[config.mk]
export PLATFORM = sky130hd
export DESIGN_NAME = mac_issue_interlock
export DESIGN_NICKNAME = d
export VERILOG_FILES = /design/src/rtl/mac_il_pkg.sv /design/src/rtl/il_countdown.sv /design/src/rtl/il_stall_merge.sv /design/src/rtl/mac_issue_interlock.sv
export SDC_FILE = /design/constraint.sdc
export NUM_CORES = 1
export LEC_CHECK = 0
export CELL_PAD_IN_SITES_DETAIL_PLACEMENT = 0
export CELL_PAD_IN_SITES_GLOBAL_PLACEMENT = 1
export CORE_MARGIN = 1
export CORE_UTILIZATION = 41
export DETAILED_ROUTE_END_ITERATION = 7
export GPL_ROUTABILITY_DRIVEN = 1
export PLACE_DENSITY_LB_ADDON = 0.3
export SLEW_MARGIN = 30
export SYNTH_ARGS = -nofsm -noshare
export SYNTH_HDL_FRONTEND = slang
export SYNTH_SLANG_ARGS = --single-unit
[constraint.sdc]
create_clock -name clk -period 4.3 [get_ports clk]
set_input_delay 0.645 -clock clk [delete_from_list [all_inputs] [get_ports clk]]
set_output_delay 0.645 -clock clk [all_outputs]
set_load 0.05 [all_outputs]
[src/rtl/mac_il_pkg.sv]
package mac_il_pkg;

  // Spacing required between two multiplier operations: one less than the
  // latency of the first, never negative.
  function automatic int mult_gap(input int lat);
    return (lat > 0) ? lat - 1 : 0;
  endfunction

  // Wider of two widths, used to size the shared counters.
  function automatic int max_w(input int a, input int b);
    return (a > b) ? a : b;
  endfunction

endpackage

[src/rtl/il_countdown.sv]
module il_countdown #(
  parameter int W = 4
) (
  input  logic         clk,
  input  logic         rst_n,
  input  logic         load,
  input  logic [W-1:0] load_val,
  output logic         busy
);

  logic [W-1:0] cnt;

  always_ff @(posedge clk) begin
    if (!rst_n)          cnt <= '0;
    else if (load)       cnt <= load_val;
    else if (cnt != '0)  cnt <= cnt - 1'b1;
  end

  assign busy = (cnt != '0);


  count_step_chk: assert property (@(posedge clk) disable iff (!rst_n)
    (busy && !load) |=> (cnt == $past(cnt) - 1'b1));


  load_take_chk: assert property (@(posedge clk) disable iff (!rst_n)
    load |=> (cnt == $past(load_val)));

endmodule

[src/rtl/il_stall_merge.sv]
module il_stall_merge (
  input  logic clk,
  input  logic rst_n,
  input  logic in_valid,
  input  logic in_is_mac,
  input  logic in_uses_mult,
  input  logic in_reads_result,
  input  logic res_busy,
  input  logic mult_busy,
  input  logic ser_busy,
  output logic hold_result,
  output logic hold_mult,
  output logic hold_serial,
  output logic stall
);

  assign hold_result = in_valid && in_reads_result && res_busy;
  assign hold_mult   = in_valid && in_is_mac && in_uses_mult && mult_busy;
  assign hold_serial = in_valid && in_is_mac && ser_busy;
  assign stall       = hold_result || hold_mult || hold_serial;


  plain_flow_chk: assert property (@(posedge clk) disable iff (!rst_n)
    (in_valid && !in_is_mac && !in_reads_result) |-> !stall);


  idle_no_stall_chk: assert property (@(posedge clk) disable iff (!rst_n)
    !in_valid |-> !stall);

endmodule

[src/rtl/mac_issue_interlock.sv]
module mac_issue_interlock
  import mac_il_pkg::*;
#(
  parameter int LAT_W   = 4,
  parameter int SER_LAT = 6
) (
  input  logic             clk,
  input  logic             rst_n,
  input  logic             in_valid,
  input  logic             in_is_mac,
  input  logic             in_uses_mult,
  input  logic             in_is_serial,
  input  logic             in_reads_result,
  input  logic [LAT_W-1:0] in_latency,
  output logic             stall
);

  localparam int SER_W = $clog2(SER_LAT + 1);
  localparam int CNT_W = max_w(LAT_W, SER_W);
  localparam logic [CNT_W-1:0] SER_VAL  = CNT_W'(SER_LAT);
  localparam logic [CNT_W-1:0] SER_GAP  = CNT_W'(mult_gap(SER_LAT));

  // Named internal events
  logic             mac_issue;
  logic             mult_issue;
  logic             ser_issue;
  logic [CNT_W-1:0] res_val;
  logic [CNT_W-1:0] mult_val;
  logic             res_busy, mult_busy, ser_busy;
  logic             hold_result, hold_mult, hold_serial;

  assign mac_issue  = in_valid && in_is_mac && !stall;
  assign mult_issue = mac_issue && in_uses_mult;
  assign ser_issue  = mac_issue && in_is_serial;

  assign res_val  = in_is_serial ? SER_VAL : CNT_W'(in_latency);
  assign mult_val = in_is_serial ? SER_GAP
                                 : CNT_W'(mult_gap(int'(in_latency)));

  il_countdown #(.W(CNT_W)) u_res_cnt (
    .clk(clk), .rst_n(rst_n), .load(mac_issue), .load_val(res_val),
    .busy(res_busy));

  il_countdown #(.W(CNT_W)) u_mult_cnt (
    .clk(clk), .rst_n(rst_n), .load(mult_issue), .load_val(mult_val),
    .busy(mult_busy));

  il_countdown #(.W(CNT_W)) u_ser_cnt (
    .clk(clk), .rst_n(rst_n), .load(ser_issue), .load_val(SER_VAL),
    .busy(ser_busy));

  il_stall_merge u_merge (
    .clk(clk), .rst_n(rst_n),
    .in_valid(in_valid), .in_is_mac(in_is_mac), .in_uses_mult(in_uses_mult),
    .in_reads_result(in_reads_result),
    .res_busy(res_busy), .mult_busy(mult_busy), .ser_busy(ser_busy),
    .hold_result(hold_result), .hold_mult(hold_mult),
    .hold_serial(hold_serial), .stall(stall));


  result_wait_chk: assert property (@(posedge clk) disable iff (!rst_n)
    (mac_issue && !in_is_serial && in_latency != '0) ##1
    (in_valid && in_reads_result) |-> stall);


  mult_spacing_chk: assert property (@(posedge clk) disable iff (!rst_n)
    (mult_issue && !in_is_serial && in_latency >= 2) ##1
    (in_valid && in_is_mac && in_uses_mult) |-> stall);


  serial_hold_chk: assert property (@(posedge clk) disable iff (!rst_n)
    ser_issue ##1 (in_valid && in_is_mac) |-> stall);


  no_issue_on_stall_chk: assert property (@(posedge clk) disable iff (!rst_n)
    (in_valid && in_is_mac && stall) |-> !mac_issue);

endmodule

; ---- Yosys cells after proc, flatten, opt, wreduce, memory -nomap -nowiden
; Cells that the tools add are included.
[op_classes]
addsub = 4
n_reduce_logical = 19
n_bitwise = 1
n_mux = 9
magnitude_cmp = 1
[op_table]
columns = op, count
row1 = 4-bit two-way mux, 7
row2 = 4-bit by 1-bit subtractor with 4-bit output (second input constant), 4
row3 = 4-bit nonzero test, 3
row4 = 1-bit logical AND, 9
row5 = 3-bit two-way mux, 2
row6 = 2-bit nonzero test, 3
row7 = 4-bit by 1-bit greater-than comparator with 1-bit output (second input constant), 1
row8 = 1-bit logical OR, 2
row9 = 2-bit OR reduction, 1
row10 = 1-bit zero test, 1
row11 = 1-bit inverter, 1
[word_totals]
output_inout_bits = 1
word_cells = 38
ff_bits = 12

; ---- Depth between registers and ports, before layout
; Gate-level depths: netlist of the first run.
[logic_depth]
ltp_word = 9
mapped_depth = 7
depth_no_buf = 6

; ---- Cells and area by module
; From an unflattened synthesis of the first run, not the netlist that was laid out.
[hier_totals]
cells_unflattened = 103
hier_area_um2 = 862.1
[by_module_without_submodules]
columns = mod, seq_area_each_um2, cells_each, n_inst, area_each_um2
row1 = il_countdown, 80.1, 26, 3, 231.5
row2 = mac_issue_interlock, 0.0, 21, 1, 137.6
row3 = il_stall_merge, 0.0, 4, 1, 30.0

; ---- Least setup slack after synthesis of the first run
; OpenSTA, ideal clock, no wires.
[synth_timing]
kind = register to output
startpoint = register u_mult_cnt.cnt[0]
endpoint = output stall
path_stages_with_launch = 7
slack_ns = 1.818
required_time_ns = 3.655
arrival_ns = 1.837
cell_sequence = dfxtp_1 -> inv_1 -> ha_1 -> nor3b_1 -> o21ai_1 -> a22oi_1 -> nor2b_1
[synth_between]
elab_chain_len = 4
[synth_rtl]
columns = element, line_no
row1 = start: declaration, il_countdown.sv:11  ; logic [W-1:0] cnt;
row2 = start signal: assignment, il_countdown.sv:15  ; else if (load) cnt <= load_val;
row3 = start signal: assignment, il_countdown.sv:16  ; else if (cnt != '0) cnt <= cnt - 1'b1;
row4 = 4-bit nonzero test, il_countdown.sv:19  ; assign busy = (cnt != '0);
row5 = 1-bit logical AND, il_stall_merge.sv:18  ; assign hold_mult = in_valid && in_is_mac && in_uses_mult && mult_busy;
row6 = 1-bit logical OR (2 in series), il_stall_merge.sv:20  ; assign stall = hold_result || hold_mult || hold_serial;
row7 = end: declaration, mac_issue_interlock.sv:15  ; output logic stall
; Every way passes these cells.

; ---- Worst setup path after layout of the first run
[layout_timing]
startpoint = input in_uses_mult
endpoint = output stall
[layout_between]
elab_chain_len = 4
[layout_rtl]
columns = element, line_no
row1 = start: declaration, mac_issue_interlock.sv:11  ; input logic in_uses_mult,
row2 = 1-bit logical AND (2 in series), il_stall_merge.sv:18
row3 = 1-bit logical OR (2 in series), il_stall_merge.sv:20
; Every way passes these cells.

==> impl_results.md, run 1 <==
* Std-Cell Rows at 15
* Hold crit path type: reg2reg
* Gpl congestion at 0.694
* Final HPWL DP at 1270 µm
* HP Start: u_ser_cnt.cnt[3]$_SDFFE_PP0P_
* Avg Inst Size Synth at 8.47 µm²
* Sequential cell area at 240 µm²
* Period minus WS final at 3.22 ns
* DIE HEIGHT at 45.6 µm
* Detail Route Antenna Nets at 0
* Ant. Diodes at 0
* Drt wl/cell at 12.4 µm
* Vias per inst at 5.48
* Share of layout cells above drive strength 1 at 14.3%
* GRT Overall Usage at 17.9%
* Hold Path Sink: u_ser_cnt.cnt[3]$_SDFFE_PP0P_
* Critical-path top delay cell: clkdlybuf4s50_1
* DRC errors left at 0
* Clock sink count at 12
* Largest net degree at the start of global routing at 10
* CTS Hold Bufs at 0
* Synth unique cells at 36
* Num ports at 12
* Worst setup SP type: primary input
* Multi-input logic area at 490 µm²
* Slew of the pin with the lowest slew margin at 0.491 ns
* Maximum VDD drop at 0.362 mV
* Final wirelength at 1610 µm
* RSZ-0062 raised after global routing: no
* Setup violators final at 0
* Yosys reg bits at 12
* Post-CTS Setup Inserts at 0
* CTS tree: built
* Post-Syn Instances at 92
* Fin crit share at 74.8%
* DR pass1 iterations at 3
* Skew final at 0.000587 ns
* WP data required at 3.65 ns
* Outcome: complete, no violations
* Final Max Tran Viols at 0
* Fin util at 54.2%
* Fillers at 182
* Hold depth at 1
* Initial Utilization at 44.7%
* Synth Warn # at 0
* Largest stage delay, worst path at 0.81 ns
* Number of I/O port buffers at 11
* Final Hold Fails at 0
* Maximum fanout along the worst path at 6
* Most common cell after layout, fill and taps aside: dfxtp_1
* Post-Layout Inst Area at 946 µm²
* DP Area at 910 µm²
* Syn_nets at 106
* DR iter-0 viols at 3
* Pwr/cell area at 577 nW/µm²
* Seq/Total Area, Yosys at 30.8%
* Mapped cell area at 779 µm²
* First-pass GRT wire length at 2660 µm
* Crit end category: output port
* Max Freq at 311 MHz
* Fin nets at 120
* Leak at 0.366 nW
* Hold_ws at 0.507 ns
* Max Cap Viol at 0
* RR Startpoint: u_res_cnt.cnt[0]$_SDFFE_PN0P_
* Worst R2R Path Depth at 6
* Clk pin slew, worst setup/hold paths at 0.08 ns
* Crit-path cells: clkdlybuf4s50_1 -> inv_1 -> o21ai_1 -> a22oi_1 -> nor2b_1 -> clkdlybuf4s50_1
* Worst Path Arrival at 2.57 ns
* Reg2Reg Setup Slack at 2.17 ns
* Normalized max-slew margin at 67.2%
* Total grt overflow at 0
* Layout area overhead at 21.3%
* H-tree levels at 1
* Longest Clk Path Bufs at 2
* Core area at 1750 µm²
* Initial antenna violation count at 0
* Die area at 2080 µm²
* Reg2reg end: u_mult_cnt.cnt[1]$_SDFFE_PN0P_
* Post-cts gate resize count at 0
* CP Class: in2out
* Inserted Clock Buffers at 3
* Via count at 713
* CTS root buf: clkbuf_4
* Setup tns final at 0 ns
* Vias in the first global route at 648
* Worst skew pair latency at 0.27 ns
* Die Wd at 45.6 µm
* Commonest cells after routing, fill and taps aside: dfxtp_1, clkdlybuf4s50_1, inv_1, nand2_1
* Crit-path most repeated cell: clkdlybuf4s50_1
## cells in the mapped netlist (all sizes together)
cell     count  area share (%)
ha           3             4.8
nor3         6             4.5
or4          1             1.4
nand2b       1            0.80
buf          1            0.96
mux2i        2             2.6
o211ai       2             1.9
clkbuf       1            0.48
inv         10             4.8
o21ai        6             3.9
mux2         3             4.3
dfxtp       12              31
o2111ai      2             2.2
nor4         1            0.80
o221ai       1             1.1
a2111oi      2             5.5
nor2         5             2.4
nor2b        1            0.80
or3          1            0.80
a21o         1            0.96
o311a        4             5.5
or3b         2             2.2
a21oi        4             2.6
or2          2             1.6
nor3b        4             3.9
a22oi        1            0.96
o21bai       1            0.96
nand2        9             4.3
nand3        2             1.3
o22ai        1            0.80
## layer usage
metal / track usage (%) / vias up / wire [µm]
met2: 29.4 / 8 / 782
met1: 21.5 / 331 / 732
met5: 0 / - / 0
met3: 3.17 / 4 / 53
met4: 10.9 / 0 / 40
li1: - / 370 / -
## logic make-up after synthesis
logic type	Yosys count	share of synthesized area, %
and+or+nand+nor	35	24.9
AOI/OAI and AO/OA	25	26.3
buffers and inverters	12	6.26
DFF	12	30.8
muxes	5	6.90
adders and majority gates	3	4.82
## area by class of cell
cell class                      instances  area share, %
Multi-Input combinational cell         68           51.9
Tap cell                               25           3.31
Inverter                               10           3.97
Clock buffer                            4           3.84
Sequential cell                        12           25.4
Timing Repair Buffer                   11           11.6
## sequential cells by signal, indices dropped and copies added (netlist names)
| name | cells |
|---|---|
| u_res_cnt.cnt | 4 |
| u_mult_cnt.cnt | 4 |
| u_ser_cnt.cnt | 4 |
## worst max-delay path by stage
stage	from	endpoint	slack [ns]	cells after the start
after floorplan	u_mult_cnt.cnt[0]$_SDFFE_PN0P_	stall	1.82	6
after global placement	in_uses_mult	stall	1.15	6
after detailed placement	in_uses_mult	stall	1.10	6
after CTS	in_uses_mult	stall	1.10	6
after global routing	u_mult_cnt.cnt[0]$_SDFFE_PN0P_	stall	1.0	7
final	in_uses_mult	stall	1.08	6
## per-stage QoR
| stage | total power [mW] | cells | setup WS, ns |
|---|---|---|---|
| 3_5_place_dp | 0.459 | 126 | 1.10 |
| 3_3_place_gp | 0.451 | 126 | 1.15 |
| 2_1_floorplan | 0.406 | 92 | 1.82 |
| 5_1_grt | 0.588 | 130 | 0.997 |
| 4_1_cts | 0.552 | 130 | 1.10 |
| 6_report | 0.546 | 130 | 1.08 |
## critical path: cells and delay by family
kind                   cells  cell delay, ns
buffers and inverters      3            1.34
AO/OA/AOI/OAI              2            0.46
AND/OR/NAND/NOR            1            0.14
## power by group
group          internal [mW]  switching, mW
Combinational          0.133          0.150
Clock                 0.0515         0.0400
Sequential             0.145         0.0264
Note: power is estimated with default switching activity, not from simulation.
==> run 2: changes to the inputs <==
- CORE_UTILIZATION: 41 -> 38
- clock period: 4.3 -> 3.2 ns (I/O delays scaled with it)
==> run 2 against run 1 <==
  * Flip-flop and latch count unchanged
  * Register-to-register slack worse by 1.1 ns
  * Sequential power up 35%
  * Largest cell class unchanged
==> impl_results.md, run 2 (synthesis results as in run 1) <==
* Crit-path cells: inv_1 -> ha_1 -> nor3b_1 -> o21ai_1 -> a22oi_1 -> nor2b_1 -> buf_4 (was clkdlybuf4s50_1 -> inv_1 -> o21ai_1 -> a22oi_1 -> nor2b_1 -> clkdlybuf4s50_1)
* Ant. Diodes at 0 (unchanged)
* Slew of the pin with the lowest slew margin at 0.468 ns (was 0.491 ns)
* Num ports at 12 (unchanged)
* Post-cts gate resize count at 0 (unchanged)
* Period minus WS final at 2.52 ns
* DIE HEIGHT at 47.3 µm (was 45.6 µm)
* DP Area at 910 µm² (unchanged)
* Detail Route Antenna Nets at 0 (unchanged)
* Die area at 2240 µm² (was 2080 µm²)
* Drt wl/cell at 12.4 µm (about the same)
* Gpl congestion at 0.719 (was 0.694)
* Hold Path Sink: u_ser_cnt.cnt[3]$_SDFFE_PP0P_ (unchanged)
* Worst setup SP type: flop (was primary input)
* Final Hold Fails at 0 (unchanged)
* Skew final at 0.00150 ns (was 0.000587 ns)
* Largest stage delay, worst path at 0.44 ns (was 0.81 ns)
* Critical-path top delay cell: nor3b_1 (was clkdlybuf4s50_1)
* Fin nets at 120 (unchanged)
* Final wirelength at 1640 µm (was 1610 µm)
* Share of layout cells above drive strength 1 at 15.2% (was 14.3%)
* Hold depth at 1 (unchanged)
* RSZ-0062 raised after global routing: no (unchanged)
* Final Non-Filler Cells at 132 (was 130)
* Initial Utilization at 40.1% (was 44.7%)
* Setup violators final at 0 (unchanged)
* Total grt overflow at 0 (unchanged)
* Inserted Clock Buffers at 3 (unchanged)
* Post-CTS Setup Inserts at 0 (unchanged)
* First-pass GRT wire length at 2630 µm (was 2660 µm)
* Layout area overhead at 21.3% (unchanged)
* Largest net degree at the start of global routing at 10 (unchanged)
* Std-Cell Rows at 16 (was 15)
* Max Cap Viol at 0 (unchanged)
* DR pass1 iterations at 4 (was 3)
* Fin crit share at 78.6%
* Fillers at 206 (was 182)
* Most common cell after layout, fill and taps aside: dfxtp_1 (unchanged)
* Maximum VDD drop at 0.455 mV (was 0.362 mV)
* Pwr/cell area at 777 nW/µm² (was 577 nW/µm²)
* Worst skew pair latency at 0.27 ns (about the same)
* Outcome: complete, no violations (unchanged)
* GRT Overall Usage at 17.3% (was 17.9%)
* Vias in the first global route at 614 (was 648)
* CTS tree: built (unchanged)
* RR Startpoint: u_res_cnt.cnt[0]$_SDFFE_PN0P_ (unchanged)
* Via count at 704 (was 713)
* Hold crit path type: reg2reg (unchanged)
* Total power at 735 µW (was 546 µW)
* H-tree levels at 1 (unchanged)
* Placed Instances at 128 (was 126)
* CP Class: reg2out (was in2out)
* Worst Path Arrival at 2.04 ns (was 2.57 ns)
* CTS Hold Bufs at 0 (unchanged)
* Core area at 1940 µm² (was 1750 µm²)
* Clk pin slew, worst setup/hold paths at 0.07 ns (was 0.08 ns)
* Initial antenna violation count at 0 (unchanged)
* WP data required at 2.72 ns (was 3.65 ns)
* Number of I/O port buffers at 11 (unchanged)
* Clock sink count at 12 (unchanged)
* Longest Clk Path Bufs at 2 (unchanged)
* DR iter-0 viols at 21 (was 3)
* DRC errors left at 0 (unchanged)
* Max Freq at 397 MHz
* Vias per inst at 5.33 (was 5.48)
* Reg2Reg Setup Slack at 1.06 ns (was 2.17 ns)
* Leak at 0.368 nW (was 0.366 nW)
* Worst setup margin at 0.684 ns (was 1.08 ns)
* Setup tns final at 0 ns (unchanged)
* Crit end category: output port (unchanged)
* Commonest cells after routing, fill and taps aside: dfxtp_1, inv_1, clkdlybuf4s50_1, nand2_1 (was dfxtp_1, clkdlybuf4s50_1, inv_1, nand2_1)
* Final HPWL DP at 1260 µm (was 1270 µm)
* Worst R2R Path Depth at 6 (unchanged)
* Die Wd at 47.3 µm (was 45.6 µm)
* Reg2reg end: u_mult_cnt.cnt[0]$_SDFFE_PN0P_ (was u_mult_cnt.cnt[1]$_SDFFE_PN0P_)
* Maximum fanout along the worst path at 6 (unchanged)
* HP Start: u_ser_cnt.cnt[3]$_SDFFE_PP0P_ (unchanged)
* Largest regs: u_mult_cnt.cnt x4, u_res_cnt.cnt x4, u_ser_cnt.cnt x4 (unchanged)
* Post-Layout Inst Area at 946 µm² (unchanged)
* Final Max Tran Viols at 0 (unchanged)
* Normalized max-slew margin at 68.7% (was 67.2%)
* CTS root buf: clkbuf_4 (unchanged)
* Dpl ws at 0.886 ns (was 1.10 ns)
run 2: cell types whose count changed in the layout (fill, tap and decap cells not counted), sizes merged:
cell | previous run | this run
buf | 0 | 1
clkdlybuf4s50 | 11 | 10
run 2: how the worst max path moves through the flow:
stage / from / end / slack (ns) / cells past startpoint
after floorplan: u_mult_cnt.cnt[0]$_SDFFE_PN0P_ / stall / 0.88 / 6
after global placement: in_uses_mult / stall / 0.89 / 6
after detailed placement: in_uses_mult / stall / 0.89 / 6
after CTS: u_mult_cnt.cnt[0]$_SDFFE_PN0P_ / stall / 0.67 / 7
after global routing: u_mult_cnt.cnt[0]$_SDFFE_PN0P_ / stall / 0.51 / 7
final: u_mult_cnt.cnt[0]$_SDFFE_PN0P_ / stall / 0.68 / 7
run 2: area by class of cell:
cell class | count | area [µm²] | area share, %
Clock buffer | 4 | 36.3 | 3.84
Inverter | 10 | 37.5 | 3.97
Multi-Input combinational cell | 68 | 490 | 51.9
Sequential cell | 12 | 240 | 25.4
Tap cell | 27 | 33.8 | 3.57
Timing Repair Buffer | 11 | 108 | 11.4
run 2: power breakdown:
part,internal [mW],total [mW],switching [mW]
sequential,0.195,0.232,0.0372
combinational,0.178,0.384,0.206
clock,0.0691,0.119,0.0497
total,0.442,0.735,0.293
run 2: per-stage QoR:
stage	hold WS [ns]	utilization [%]
finish	0.496	48.7
global route	0.528	48.7
CTS	0.499	48.7
detailed placement	0.486	46.8
global placement	0.489	46.8
floorplan	0.471	-
run 2: critical path, delay by kind of cell, from the launching register on:
family | cells | cell delay, ns
buf+inv | 2 | 0.26
compound gates | 2 | 0.43
fa+ha+maj | 1 | 0.23
simple gates | 2 | 0.51
flops | 1 | 0.32
run 2: per-layer routing:
| layer | vias to the layer above | global-route usage [%] | wire length, µm |
|---|---|---|---|
| met5 | - | 0 | 0 |
| met4 | 0 | 6.86 | 14 |
| met3 | 2 | 6.92 | 47 |
| met2 | 10 | 25.5 | 799 |
| met1 | 325 | 22.4 | 776 |
| li1 | 367 | - | - |
==> run 3: changes to the inputs <==
- clock period: 3.2 -> 2.6 ns (I/O delays scaled with it)
==> run 3 against run 2 <==
  * Global-route usage is 0.60 points lower
  * Cell area is 2.5% higher
  * Critical endpoint unchanged
  * Cell count grew 0.76%
  * Non-clock buffer count is 1 higher
  * Register-to-register slack worse by 0.61 ns
  * Utilization grew 1.2 points
  * Sequential power grew 24%
  * Via count increased by 4.5%
  * Count of clock-buffer cells in the layout unchanged
  * Die area did not move
  * Combinational power is 30% higher
  * Flip-flop and latch count stayed put
==> impl_results.md, run 3 (synthesis results as in run 1) <==
* Max Freq at 422 MHz
* Worst R2R Path Depth at 6 (unchanged)
* Vias in the first global route at 604 (was 614)
* CTS tree: built (unchanged)
* Setup tns final at 0 ns (unchanged)
* Final Non-Filler Cells at 133 (was 132)
* First-pass GRT wire length at 2560 µm (was 2630 µm)
* Num ports at 12 (unchanged)
* Largest net degree at the start of global routing at 10 (unchanged)
* Fin nets at 121 (was 120)
* GRT Overall Usage at 16.7% (was 17.3%)
* Dpl ws at 0.408 ns (was 0.886 ns)
* Placed Instances at 129 (was 128)
* Worst setup SP type: flop (unchanged)
* Skew final at 0.0104 ns (was 0.00150 ns)
* Hold_ws at 0.494 ns (was 0.496 ns)
* WP data required at 2.21 ns (was 2.72 ns)
* Vias per inst at 5.53 (was 5.33)
* RR Startpoint: u_res_cnt.cnt[0]$_SDFFE_PN0P_ (unchanged)
* DRC errors left at 0 (unchanged)
* Largest regs: u_mult_cnt.cnt x4, u_res_cnt.cnt x4, u_ser_cnt.cnt x4 (unchanged)
* Reg2reg end: u_mult_cnt.cnt[0]$_SDFFE_PN0P_ (unchanged)
* Std-Cell Rows at 16 (unchanged)
* Clk pin slew, worst setup/hold paths at 0.08 ns (was 0.07 ns)
* Detail Route Antenna Nets at 0 (unchanged)
* DR iter-0 viols at 13 (was 21)
* Share of layout cells above drive strength 1 at 17.0% (was 15.2%)
* Normalized max-slew margin at 68.1% (was 68.7%)
* Number of I/O port buffers at 11 (unchanged)
* Longest Clk Path Bufs at 2 (unchanged)
* Final wirelength at 1610 µm (was 1640 µm)
* Initial antenna violation count at 0 (unchanged)
* Hold crit path type: reg2reg (unchanged)
* Final Hold Fails at 0 (unchanged)
* Gpl congestion at 0.733 (was 0.719)
* Period minus WS final at 2.37 ns
* Total grt overflow at 0 (unchanged)
* Die area at 2240 µm² (unchanged)
* Pwr/cell area at 966 nW/µm² (was 777 nW/µm²)
* Reg2Reg Setup Slack at 0.45 ns (was 1.06 ns)
* Multi-input logic area at 494 µm² (was 490 µm²)
* Ant. Diodes at 0 (unchanged)
* Sequential cell area at 240 µm² (unchanged)
* Worst skew pair latency at 0.28 ns (was 0.27 ns)
* Via count at 736 (was 704)
* CP Class: reg2out (unchanged)
* DIE HEIGHT at 47.3 µm (unchanged)
* Fin util at 49.9% (was 48.7%)
* Final Max Tran Viols at 0 (unchanged)
* Max Cap Viol at 0 (unchanged)
* Post-Layout Inst Area at 970 µm² (was 946 µm²)
* Commonest cells after routing, fill and taps aside: dfxtp_1, inv_1, clkdlybuf4s50_1, nand2_1 (unchanged)
* Fin crit share at 91.0%
* H-tree levels at 1 (unchanged)
* Worst setup margin at 0.233 ns (was 0.684 ns)
* Final HPWL DP at 1240 µm (was 1260 µm)
* DR pass1 iterations at 4 (unchanged)
* RSZ-0062 raised after global routing: no (unchanged)
* Initial Utilization at 40.1% (unchanged)
* Total power at 937 µW (was 735 µW)
* Worst Setup EP: stall (unchanged)
* DP Area at 930 µm² (was 910 µm²)
* Outcome: complete, no violations (unchanged)
* Most common cell after layout, fill and taps aside: dfxtp_1 (unchanged)
* Crit end category: output port (unchanged)
* Drt wl/cell at 12.1 µm (was 12.4 µm)
* Core area at 1940 µm² (unchanged)
* Worst Path Arrival at 1.98 ns (was 2.04 ns)
* Fillers at 193 (was 206)
* CTS root buf: clkbuf_4 (unchanged)
* Setup violators final at 0 (unchanged)
* Die Wd at 47.3 µm (unchanged)
* Clock sink count at 12 (unchanged)
* Maximum VDD drop at 0.515 mV (was 0.455 mV)
* Maximum fanout along the worst path at 6 (unchanged)
* Layout area overhead at 24.4% (was 21.3%)
* Crit. Startpoint: u_mult_cnt.cnt[1]$_SDFFE_PN0P_ (was u_mult_cnt.cnt[0]$_SDFFE_PN0P_)
* Leak at 0.377 nW (was 0.368 nW)
* Slew of the pin with the lowest slew margin at 0.479 ns (was 0.468 ns)
* Inserted Clock Buffers at 3 (unchanged)
[run 3: changes by cell type in the layout (fill, tap and decap cells not counted), sizes merged]
cell | before | now
buf | 1 | 2
[run 3: worst min-delay path by stage]
stage                                        from                       endpoint  depth (start not counted)
floorplan           u_ser_cnt.cnt[3]$_SDFFE_PP0P_  u_ser_cnt.cnt[3]$_SDFFE_PP0P_                          1
global placement    u_ser_cnt.cnt[3]$_SDFFE_PP0P_  u_ser_cnt.cnt[3]$_SDFFE_PP0P_                          1
detailed placement  u_ser_cnt.cnt[3]$_SDFFE_PP0P_  u_ser_cnt.cnt[3]$_SDFFE_PP0P_                          1
CTS                 u_ser_cnt.cnt[3]$_SDFFE_PP0P_  u_ser_cnt.cnt[3]$_SDFFE_PP0P_                          1
global route        u_ser_cnt.cnt[3]$_SDFFE_PP0P_  u_ser_cnt.cnt[3]$_SDFFE_PP0P_                          1
finish              u_ser_cnt.cnt[3]$_SDFFE_PP0P_  u_ser_cnt.cnt[3]$_SDFFE_PP0P_                          1
[run 3: cell type report]
cell class | instances | area share [%]
Sequential cell | 12 | 24.8
Timing Repair Buffer | 12 | 13.2
Inverter | 10 | 3.87
Tap cell | 27 | 3.48
Multi-Input combinational cell | 68 | 51.0
Clock buffer | 4 | 3.74
[run 3: report_power, final]
| group | switching [mW] | internal, mW | total [mW] |
|---|---|---|---|
| Sequential | 0.0480 | 0.240 | 0.288 |
| Combinational | 0.252 | 0.248 | 0.500 |
| Clock | 0.0640 | 0.0852 | 0.149 |
| Total | 0.364 | 0.573 | 0.937 |
[run 3: critical path, cell delays in order (launching register included)]
cell     delay [ns]
dfxtp_1        0.39
inv_1          0.06
ha_1           0.23
nor3b_1        0.16
buf_4          0.15
o21ai_2        0.22
a22oi_1        0.11
nor2b_1        0.22
buf_12         0.17
[run 3: repair_timing]
item	in CTS	in global routing
setup endpoints to repair	0	1
gates resized for setup	0	1
setup buffers	0	0
hold buffers	0	0
[run 3: layer usage]
layer | wire length, µm | vias to the layer above | track usage, %
met2 | 782 | 13 | 26.0
li1 | - | 370 | -
met1 | 756 | 351 | 21.5
met4 | 14 | 0 | 5.14
met3 | 57 | 2 | 5.77
met5 | 0 | - | 0
